--- config.mk ---
export PLATFORM = sky130hd
export DESIGN_NAME = slot_cmd_ctrl
export DESIGN_NICKNAME = d
export VERILOG_FILES = /design/src/rtl/slot_cmd_pkg.sv /design/src/rtl/slot_cmd_decode.sv /design/src/rtl/slot_cmd_slot.sv /design/src/rtl/slot_cmd_seq.sv /design/src/rtl/slot_cmd_ctrl.sv
export SDC_FILE = /design/constraint.sdc
export NUM_CORES = 1
export LEC_CHECK = 0
export BUFFER_PORTS_ARGS = -buffer_cell sky130_fd_sc_hd__buf_2
export CAP_MARGIN = 30
export CORE_AREA = 5 5 210 212
export CTS_CLUSTER_DIAMETER = 80
export DETAILED_ROUTE_END_ITERATION = 10
export DIE_AREA = 0 0 215 217
export PLACE_DENSITY = 0.79
export SYNTH_ARGS = -nofsm -noshare
export SYNTH_HDL_FRONTEND = slang
export SYNTH_HIERARCHICAL = 1
export SYNTH_SLANG_ARGS = --single-unit
export TNS_END_PERCENT = 100
--- constraint.sdc ---
create_clock -name clk -period 11.7 [get_ports clk]
set_clock_uncertainty 0.15 [all_clocks]
set_input_delay 1.17 -clock clk [delete_from_list [all_inputs] [get_ports clk]]
set_output_delay 1.17 -clock clk [all_outputs]
set_load 0.02 [all_outputs]
--- src/rtl/slot_cmd_pkg.sv ---
package slot_cmd_pkg;

    typedef enum logic [1:0] {
        ST_KEEP     = 2'd0,
        ST_PWRONLY  = 2'd1,
        ST_ENABLED  = 2'd2,
        ST_DISABLED = 2'd3
    } slot_state_e;

    typedef enum logic [1:0] {
        IND_KEEP  = 2'd0,
        IND_ON    = 2'd1,
        IND_BLINK = 2'd2,
        IND_OFF   = 2'd3
    } ind_e;

    typedef enum logic [2:0] {
        K_SLOT    = 3'd0,
        K_SPEED   = 3'd1,
        K_PWR_ALL = 3'd2,
        K_EN_ALL  = 3'd3,
        K_BAD     = 3'd4
    } cmd_kind_e;

    localparam logic [1:0] PRES_FULL  = 2'd0;
    localparam logic [1:0] PRES_EMPTY = 2'd3;

    localparam int STAT_BUSY    = 0;
    localparam int STAT_LATCH   = 1;
    localparam int STAT_BADCMD  = 2;
    localparam int STAT_BADMODE = 3;
    localparam int STAT_W       = 4;

    localparam int EVT_W       = 3;
    localparam int EVT_BUTTON  = 2;
    localparam int EVT_LATCH   = 1;
    localparam int EVT_PRESENT = 0;

    typedef struct packed {
        slot_state_e state;
        ind_e        pwr;
        ind_e        attn;
        logic        latch_open;
        logic [1:0]  presence;
    } slot_t;

    typedef struct packed {
        cmd_kind_e   kind;
        slot_state_e req_state;
        ind_e        pwr;
        ind_e        attn;
        logic [2:0]  speed;
    } cmd_t;

    typedef struct packed {
        slot_t nxt;
        logic  removed;
        logic  illegal;
    } slot_upd_t;

    function automatic cmd_t decode_cmd(input logic [7:0] code);
        cmd_t c;
        c.kind      = K_BAD;
        c.req_state = ST_KEEP;
        c.pwr       = IND_KEEP;
        c.attn      = IND_KEEP;
        c.speed     = 3'd0;
        if (code[7:6] == 2'b00) begin
            c.kind      = K_SLOT;
            c.req_state = slot_state_e'(code[1:0]);
            c.pwr       = ind_e'(code[3:2]);
            c.attn      = ind_e'(code[5:4]);
        end else if (code[7:3] == 5'b01000) begin
            c.kind  = K_SPEED;
            c.speed = code[2:0];
        end else if (code == 8'h48) begin
            c.kind = K_PWR_ALL;
        end else if (code == 8'h49) begin
            c.kind = K_EN_ALL;
        end
        return c;
    endfunction

    function automatic slot_upd_t slot_step(input slot_t cur, input slot_state_e req,
                                            input ind_e p, input ind_e a);
        slot_upd_t r;
        r.nxt     = cur;
        r.removed = 1'b0;
        r.illegal = 1'b0;
        if (cur.state == ST_ENABLED && req == ST_PWRONLY) begin
            r.illegal = 1'b1;
        end else begin
            if (p != IND_KEEP) r.nxt.pwr = p;
            if (a != IND_KEEP) r.nxt.attn = a;
            if (cur.state == ST_DISABLED && (req == ST_PWRONLY || req == ST_ENABLED)) begin
                r.nxt.state = req;
            end else if ((cur.state == ST_ENABLED || cur.state == ST_PWRONLY) &&
                         req == ST_DISABLED) begin
                r.nxt.state = ST_DISABLED;
                if (r.nxt.pwr == IND_OFF) begin
                    r.removed          = 1'b1;
                    r.nxt.latch_open   = 1'b1;
                    r.nxt.presence     = PRES_EMPTY;
                end
            end
        end
        return r;
    endfunction

endpackage

--- src/rtl/slot_cmd_decode.sv ---
module slot_cmd_decode
    import slot_cmd_pkg::*;
(
    input  logic [7:0] code_i,
    output cmd_t       cmd_o
);
    always_comb cmd_o = decode_cmd(code_i);
endmodule

--- src/rtl/slot_cmd_slot.sv ---
module slot_cmd_slot
    import slot_cmd_pkg::*;
(
    input  logic             clk,
    input  logic             rst,
    input  logic             occupied_i,
    input  logic             wr_i,
    input  slot_upd_t        upd_i,
    input  logic [EVT_W-1:0] evt_clr_i,
    output slot_t            slot_o,
    output logic [EVT_W-1:0] evt_o,
    output logic             remove_o
);
    slot_t            s_q;
    logic [EVT_W-1:0] evt_q;
    logic             rm_q;
    logic [EVT_W-1:0] evt_set;

    assign evt_set = (wr_i && upd_i.removed) ? {EVT_W{1'b1}} : '0;

    always_ff @(posedge clk) begin
        if (rst) begin
            if (occupied_i) begin
                s_q <= '{state: ST_ENABLED, pwr: IND_ON, attn: IND_KEEP,
                         latch_open: 1'b0, presence: PRES_FULL};
            end else begin
                s_q <= '{state: ST_DISABLED, pwr: IND_OFF, attn: IND_KEEP,
                         latch_open: 1'b1, presence: PRES_EMPTY};
            end
            evt_q <= '0;
            rm_q  <= 1'b0;
        end else begin
            if (wr_i) s_q <= upd_i.nxt;
            rm_q  <= wr_i && upd_i.removed;
            evt_q <= (evt_q & ~evt_clr_i) | evt_set;
        end
    end

    assign slot_o   = s_q;
    assign evt_o    = evt_q;
    assign remove_o = rm_q;

    p_remove_state_r5: assert property (@(posedge clk) disable iff (rst)
        rm_q |-> (s_q.state == ST_DISABLED && s_q.pwr == IND_OFF &&
                  s_q.latch_open && s_q.presence == PRES_EMPTY && (&evt_q)));

    p_remove_single_r5: assert property (@(posedge clk) disable iff (rst)
        rm_q |=> !rm_q);
endmodule

--- src/rtl/slot_cmd_seq.sv ---
module slot_cmd_seq
    import slot_cmd_pkg::*;
#(
    parameter int NUM_SLOTS = 31,
    parameter int IDX_W     = 5
) (
    input  logic              clk,
    input  logic              rst,
    input  logic              cmd_valid_i,
    input  cmd_t              cmd_i,
    input  logic              target_ok_i,
    input  logic              any_enabled_i,
    input  logic              step_illegal_i,
    input  logic              idx_latch_open_i,
    output logic              apply_en_o,
    output slot_state_e       apply_state_o,
    output ind_e              apply_pwr_o,
    output ind_e              apply_attn_o,
    output logic              sweep_o,
    output logic [IDX_W-1:0]  idx_o,
    output logic [STAT_W-1:0] status_o,
    output logic              done_o
);
    localparam logic [IDX_W-1:0] LAST_IDX = IDX_W'(NUM_SLOTS - 1);

    typedef enum logic {F_IDLE, F_SWEEP} fsm_e;

    fsm_e             fsm_q;
    logic [IDX_W-1:0] idx_q;
    slot_state_e      mode_q;
    logic             busy_q, bad_cmd_q, bad_mode_q, latch_err_q, done_q;
    logic             accept;

    assign accept  = (fsm_q == F_IDLE) && cmd_valid_i;
    assign sweep_o = (fsm_q == F_SWEEP);
    assign idx_o   = idx_q;

    always_comb begin
        apply_en_o    = 1'b0;
        apply_state_o = cmd_i.req_state;
        apply_pwr_o   = cmd_i.pwr;
        apply_attn_o  = cmd_i.attn;
        if (fsm_q == F_SWEEP) begin
            apply_en_o   = 1'b1;
            apply_attn_o = IND_KEEP;
            if (idx_latch_open_i) begin
                apply_state_o = ST_KEEP;
                apply_pwr_o   = IND_OFF;
            end else begin
                apply_state_o = mode_q;
                apply_pwr_o   = IND_ON;
            end
        end else if (accept && cmd_i.kind == K_SLOT) begin
            apply_en_o = target_ok_i && !step_illegal_i;
        end
    end

    always_ff @(posedge clk) begin
        if (rst) begin
            fsm_q       <= F_IDLE;
            idx_q       <= '0;
            mode_q      <= ST_KEEP;
            busy_q      <= 1'b0;
            bad_cmd_q   <= 1'b0;
            bad_mode_q  <= 1'b0;
            latch_err_q <= 1'b0;
            done_q      <= 1'b0;
        end else begin
            done_q <= 1'b0;
            if (fsm_q == F_IDLE) begin
                if (cmd_valid_i) begin
                    busy_q      <= 1'b0;
                    bad_cmd_q   <= 1'b0;
                    bad_mode_q  <= 1'b0;
                    latch_err_q <= 1'b0;
                    unique case (cmd_i.kind)
                        K_SLOT: begin
                            if (!target_ok_i || step_illegal_i) bad_cmd_q <= 1'b1;
                            done_q <= 1'b1;
                        end
                        K_SPEED: begin
                            if (cmd_i.speed != 3'd0) bad_mode_q <= 1'b1;
                            done_q <= 1'b1;
                        end
                        K_PWR_ALL, K_EN_ALL: begin
                            if (any_enabled_i) begin
                                bad_cmd_q <= 1'b1;
                                done_q    <= 1'b1;
                            end else begin
                                busy_q <= 1'b1;
                                fsm_q  <= F_SWEEP;
                                idx_q  <= '0;
                                mode_q <= (cmd_i.kind == K_EN_ALL) ? ST_ENABLED : ST_PWRONLY;
                            end
                        end
                        default: begin
                            bad_cmd_q <= 1'b1;
                            done_q    <= 1'b1;
                        end
                    endcase
                end
            end else begin
                if (idx_q == LAST_IDX) begin
                    fsm_q  <= F_IDLE;
                    busy_q <= 1'b0;
                    done_q <= 1'b1;
                    idx_q  <= '0;
                end else begin
                    idx_q <= idx_q + 1'b1;
                end
            end
        end
    end

    always_comb begin
        status_o               = '0;
        status_o[STAT_BUSY]    = busy_q;
        status_o[STAT_LATCH]   = latch_err_q;
        status_o[STAT_BADCMD]  = bad_cmd_q;
        status_o[STAT_BADMODE] = bad_mode_q;
    end
    assign done_o = done_q;

    p_busy_flags_clear_r7: assert property (@(posedge clk) disable iff (rst)
        busy_q |-> (!bad_cmd_q && !bad_mode_q));

    p_done_with_busy_fall_r10: assert property (@(posedge clk) disable iff (rst)
        $fell(busy_q) |-> done_q);

    p_idx_bound_r8: assert property (@(posedge clk) disable iff (rst)
        busy_q |-> (idx_q <= LAST_IDX));
endmodule

--- src/rtl/slot_cmd_ctrl.sv ---
module slot_cmd_ctrl
    import slot_cmd_pkg::*;
#(
    parameter int NUM_SLOTS = 31
) (
    input  logic                       clk,
    input  logic                       rst,
    input  logic [NUM_SLOTS-1:0]       slot_occupied_i,
    input  logic                       cmd_valid_i,
    input  logic [7:0]                 cmd_code_i,
    input  logic [4:0]                 cmd_target_i,
    input  logic [EVT_W*NUM_SLOTS-1:0] evt_clr_i,
    output logic [2*NUM_SLOTS-1:0]     slot_state_o,
    output logic [2*NUM_SLOTS-1:0]     slot_pwr_ind_o,
    output logic [2*NUM_SLOTS-1:0]     slot_attn_ind_o,
    output logic [NUM_SLOTS-1:0]       slot_latch_open_o,
    output logic [2*NUM_SLOTS-1:0]     slot_presence_o,
    output logic [EVT_W*NUM_SLOTS-1:0] slot_evt_o,
    output logic [NUM_SLOTS-1:0]       remove_req_o,
    output logic [STAT_W-1:0]          cmd_status_o,
    output logic                       cmd_done_o
);
    localparam int IDX_W = (NUM_SLOTS > 1) ? $clog2(NUM_SLOTS) : 1;

    cmd_t             dec;
    slot_t            slots [NUM_SLOTS];
    slot_t            cur;
    slot_upd_t        upd;
    logic             target_ok, any_enabled, apply_en, sweep;
    logic [4:0]       tgt_m1;
    logic [IDX_W-1:0] sel, idx;
    slot_state_e      ap_state;
    ind_e             ap_pwr, ap_attn;

    slot_cmd_decode u_dec (.code_i(cmd_code_i), .cmd_o(dec));

    assign target_ok = (cmd_target_i != 5'd0) && (int'(cmd_target_i) <= NUM_SLOTS);
    assign tgt_m1    = cmd_target_i - 5'd1;
    assign sel       = sweep ? idx : tgt_m1[IDX_W-1:0];

    always_comb begin
        any_enabled = 1'b0;
        for (int i = 0; i < NUM_SLOTS; i++)
            if (slots[i].state == ST_ENABLED) any_enabled = 1'b1;
    end

    always_comb cur = (int'(sel) < NUM_SLOTS) ? slots[sel] : '0;
    always_comb upd = slot_step(cur, ap_state, ap_pwr, ap_attn);

    slot_cmd_seq #(.NUM_SLOTS(NUM_SLOTS), .IDX_W(IDX_W)) u_seq (
        .clk              (clk),
        .rst              (rst),
        .cmd_valid_i      (cmd_valid_i),
        .cmd_i            (dec),
        .target_ok_i      (target_ok),
        .any_enabled_i    (any_enabled),
        .step_illegal_i   (upd.illegal),
        .idx_latch_open_i (cur.latch_open),
        .apply_en_o       (apply_en),
        .apply_state_o    (ap_state),
        .apply_pwr_o      (ap_pwr),
        .apply_attn_o     (ap_attn),
        .sweep_o          (sweep),
        .idx_o            (idx),
        .status_o         (cmd_status_o),
        .done_o           (cmd_done_o)
    );

    for (genvar g = 0; g < NUM_SLOTS; g++) begin : g_slot
        logic wr;
        assign wr = apply_en && (int'(sel) == g);
        slot_cmd_slot u_slot (
            .clk        (clk),
            .rst        (rst),
            .occupied_i (slot_occupied_i[g]),
            .wr_i       (wr),
            .upd_i      (upd),
            .evt_clr_i  (evt_clr_i[EVT_W*g +: EVT_W]),
            .slot_o     (slots[g]),
            .evt_o      (slot_evt_o[EVT_W*g +: EVT_W]),
            .remove_o   (remove_req_o[g])
        );
        assign slot_state_o[2*g +: 2]    = slots[g].state;
        assign slot_pwr_ind_o[2*g +: 2]  = slots[g].pwr;
        assign slot_attn_ind_o[2*g +: 2] = slots[g].attn;
        assign slot_latch_open_o[g]      = slots[g].latch_open;
        assign slot_presence_o[2*g +: 2] = slots[g].presence;
    end

    p_sweep_legal_r8: assert property (@(posedge clk) disable iff (rst)
        sweep |-> !upd.illegal);

    p_bad_target_nowrite_r3: assert property (@(posedge clk) disable iff (rst)
        (cmd_valid_i && !sweep && dec.kind == K_SLOT && !target_ok) |-> !apply_en);
endmodule

# == Word-level counts from Yosys, hierarchy flattened ==
# Cells that the tools add are included.
# classes
n_addsub,2
order_cmp,2
n_eq_ne,77
muxes,207
bitwise,96
n_reduce_logical,118
# ops
operator,n
$mux 9,65
$mux 8,31
$mux 3,37
$and 3x3->3,31
$not 3->3,31
$or 3x3->3,31
$eq 5x5->1 const B,17
$eq 2x2->1 const B,36
$reduce_bool 2->1,35
$logic_and 1x1->1,68
$mux 1,50
$bmux 9 s5,1
$eq 5x4->1 const B,9
$mux 5,6
$mux 2,11
$eq 5x3->1 const B,4
$eq 8x7->1 const B,2
$mux 4,3
$eq 5x2->1 const B,2
$mux 10,1
$eq 3x2->1 const B,2
$ge 6x6->1 const B,1
$mux 6,1
$not 5->6,1
other kinds (20),26
# totals
regBits,415
inputBits,140
output_inout_bits,408
elab_cells,726

# == Logic depth before layout (Yosys ltp) ==
# depth
word_depth,36
depth_mapped,23
mapped_depth_nobuf,21

# == Hierarchy ==
# The synthesis kept the hierarchy.
# by_module_without_submodules
module,instances,cells_per_inst,area_each_um2,seq_area_each_um2
slot_cmd_slot,31,38,489.2,350.3
slot_cmd_ctrl,1,623,3564.7,0.0
slot_cmd_seq,1,85,720.7,240.2
slot_cmd_decode,1,17,155.1,0.0

# == Worst setup path after synthesis ==
# Ideal clock, no wire load.
# synth_path
kind,input -> register
from,input port cmd_target_i[0]
to,register g_slot[18].u_slot.s_q (netlist bit g_slot[18].u_slot/slot_o[0]) (enable)
setup_time_ns,0.335
arrival_time_ns,4.612
t_required_ns,11.215
setup_slack_ns,6.603
cell_stages,20
path_buffers,2
cell_sequence,inv_1 ha_1 nor2b_2 nor2_8 buf_6 buf_4 nand2_1 a311oi_1 a311oi_1 o31ai_1 o22ai_1 ha_1 nand2_1 inv_1 nor2b_1 a41o_1 and2_1 nand2_1 nor3_1 or2_1
# synth_lines
element,line,source
from (decl),slot_cmd_ctrl.sv:11,"input logic [4:0] cmd_target_i,"
to (signal assigned),slot_cmd_slot.sv:24,"s_q <= '{state: ST_ENABLED, pwr: IND_ON, attn: IND_KEEP,"
to (signal assigned),slot_cmd_slot.sv:27,"s_q <= '{state: ST_DISABLED, pwr: IND_OFF, attn: IND_KEEP,"
to (signal assigned),slot_cmd_slot.sv:33,if (wr_i) s_q <= upd_i.nxt;
to (decl),slot_cmd_slot.sv:14,slot_t s_q;

==> flow_summary_export.csv <==
group,metric,value,unit
status,outcome,"finished, final reports clean",
clock_tree,cts_made_buffers,45,
global_route,grt_pass1_vias,16700,
power_and_ir_drop,p_per_area,169,mW/mm2
floorplanning,core,0.0418,mm2
place,place_inst,2912,
drt,wl_met1,28.5,mm
power_and_ir_drop,vdd_ir_drop_max,129,uV
clock_tree,clk_pin_slew,60,ps
setup_path,endpoint_kind,"flop",
drt,drtAntennaViolNets,0,
final_layout,drive_gt1_share,32.7,%
floorplanning,rows,75,
place,hpwl,56.4,mm
sta,setup_violations,0,
synth,yosysWarnings,6,
drt,drc,0,
final_layout,fin_cells,2997,
setup_path,arrival,7320,ps
clock_tree,clock_sinks,415,
drt,wl_met2,35.9,mm
place,place_congestion,0.957,
sta,whs,318,ps
setup_path,reg2regPathDepth,19,
clock_tree,cts_resized,0,
synth,synth.top_cell.area_share,42.7,%
floorplanning,die_area,0.0467,mm2
synth,synth_ff_type,"edfxtp_1",
floorplanning,ios,548,
final_layout,nets,2568,
global_route,antenna_found_initial,0,
place,post-place-ws,4130,ps
sta,worstMarginPinSlew,1080,ps
synth,ys_seq_elements,415,
setup_path,cp-start-kind,"input port",
drt,vias_per_cell,5.78,
drt,wl_met3,9.09,mm
global_route,grt_max_degree,174,
power_and_ir_drop,finalPower,0.00407,W
power_and_ir_drop,p_leak,10.4,nW
sta,finalMaxSlewViolations,0,
place,io_buffers,546,
synth,synth_edf_count,279,
global_route,grt-ovfl-total,0,
drt,wirelength,77.0,mm
setup_path,critPathKind,"in -> reg",
clock_tree,cts_setup_buffers,0,
run,maxCapViolCount,0,
sta,max-slew-margin-rel,27.9,%
synth,async_flop_share,0,%
clock_tree,h-tree-depth,2,
floorplanning,die_w,215,um
hold_path,min-delay-path-class,"reg -> reg",
clock_tree,root_buffer,"clkbuf_16",
synth,syn-num-nets,2051,
sta,max_freq,0.138,GHz
setup_path,cp_max_fo,64,
drt,drt_iter0_drc,2155,
synth,ys_types,80,
clock_tree,tritoncts,"done",
synth,synth.avg_cell_area,10.3,um2
clock_tree,insertion_delay,590,ps
clock_tree,postCtsHoldBufs,0,
sta,min_period,7240,ps
synth,syn_inst,1903,
sta,setup_tns,0,ps
final_layout,syn2layout_area_growth,22.7,%
setup_path,critPathRequiredTime,11780,ps
drt,wl_per_cell,25.7,um
clock_tree,cts_max_path_buffers,3,
sta,fin_ws,4460,ps
floorplanning,initial_core_util,47.0,%
floorplanning,die_h,217,um
drt,vias,17300,
global_route,grt_use_total,31.4,%
drt,drt_pass1_iterations,6,
synth,ys_seq_area_share,56.6,%
sta,finalHoldViolations,0,
synth,synth_area,0.0196,mm2
hold_path,hold_depth,2,
sta,rsz0062_at_grt,"no",
synth,synthTopCellsByArea,"edfxtp_1 43%, dfxtp_1 14%, o21ai_0 4.4%",
synth,yosysTopAreaCell,"edfxtp_1",
drt,highest_layer,"met4",
global_route,grt_pass1_wl,110,mm
sta,fin_crit_sh,61.9,%
critical path, cell delays in order:
cell and delay, ps:
buf_2 110, inv_1 60, ha_1 290, nand2b_1 120, nand2_4 570, buf_4 600
nand2_1 580, or3_1 540, o21ai_0 180, o31ai_1 160, o22ai_1 280, inv_1 80
ha_1 180, nand2_1 180, inv_1 110, nor2b_1 160, a41o_1 510, and2_1 320
nand2_1 170, nor3_1 440, or2_1 460
per-layer routing:
layer	up-vias	GRT usage, %
li1	7656	-
met1	8275	39.6
met2	1207	51.2
met3	197	9.28
met4	0	12.5
met5	-	0
logic make-up (layout without fill, tap and decap cells):
kind of cell	count (synthesis)	count (layout)	synth area share, %
simple gates	722	722	20.4
other cells	1	3	0.0191
buf+inv	293	846	7.35
xor+xnor	3	3	0.134
flops	415	415	56.6
mux	11	11	0.862
fa+ha+maj	8	8	0.511
compound gates	450	450	14.1
cell usage in the layout, fill, tap and decap left out, types with 9 or more instances in the layout:
cell       synthesis  routed
clkbuf_16          0      51
a311oi_1          50      50
inv_1            194     194
nand4_1            9       9
a21oi_1          113     113
nand3_1           38      36
nand2_1          208     207
a211oi_1          45      45
o22ai_1           14      14
or2_2             62      62
buf_2             33     545
dfxtp_1          136     136
nand2b_1         130     130
clkbuf_1          19       9
edfxtp_1         279     279
and3_1            41      41
nor2_1            74      74
o21ai_0          173     173
or2_1             32      32
nor3_1            20      20
and2b_2           62      62
buf_4             10      20
cells in the mapped netlist, types with 3 or more instances:
master	count
nand3_1	38
o21a_1	4
nor4_1	4
mux2_2	4
clkbuf_1	19
or2_1	32
o21ai_0	173
o21ai_1	5
a311oi_1	50
nand3b_1	3
nor2_1	74
nand2_1	208
a211oi_1	45
o22ai_1	14
dfxtp_1	136
or3_1	3
or2_2	62
a21o_1	3
o211ai_1	6
nand4_1	9
and2_1	8
nor3b_2	4
edfxtp_1	279
nor2b_1	4
a21oi_1	113
mux4_2	4
buf_4	10
buf_2	33
a31oi_1	8
and2b_2	62
and3_1	41
ha_1	8
inv_1	194
o311a_1	3
nand2b_1	130
nor3_1	20
buf_6	35
through the flow:
stage / util [%] / instance area [um2]
after floorplan: - / 19600
after global placement: 53.9 / 22500
after detailed placement: 54.0 / 22600
after CTS: 57.6 / 24000
after global routing: 57.6 / 24000
final: 57.6 / 24100
path summary, 6_finish.rpt:
check | from | end | slack (ps)
setup / recovery | cmd_target_i[0] | g_slot[26].u_slot/slot_o[3] | 4460
hold / removal | u_seq/bad_mode_q | u_seq/bad_mode_q | 320
setup reg to reg | u_seq/sweep_o | g_slot[26].u_slot/slot_o[3] | 4760
hold reg to reg | u_seq/bad_mode_q | u_seq/bad_mode_q | 320
power by group:
| group | internal, W | total (W) | leakage (nW) | switching [W] |
|---|---|---|---|---|
| clock network | 0.000826 | 0.00143 | 0.736 | 0.000608 |
| logic | 0.000254 | 0.000821 | 5.87 | 0.000567 |
| registers | 0.00171 | 0.00182 | 3.84 | 0.000108 |
| total | 0.00279 | 0.00407 | 10.4 | 0.00128 |
flip-flops by register name (all words and copies together), names as in the netlist:
register and cells:
g_slot.u_slot/slot_o 279, g_slot.u_slot/evt_o 93, g_slot.u_slot/remove_o 31, u_seq/idx_o 5
u_seq/mode_q 2, u_seq/bad_cmd_q 1, u_seq/bad_mode_q 1, u_seq/busy_q 1
u_seq/done_o 1, u_seq/sweep_o 1
area by class of cell:
type	instances	area (um2)
Clock inverter	18	119
Tap cell	539	674
Fill cell	3591	17700
Inverter	194	728
Antenna cell	2	5.00
Sequential cell	415	11100
Clock buffer	65	1380
Multi-Input combinational cell	1195	7100
Timing Repair Buffer	569	2950
No activity file was read; power rests on OpenSTA's default activity.
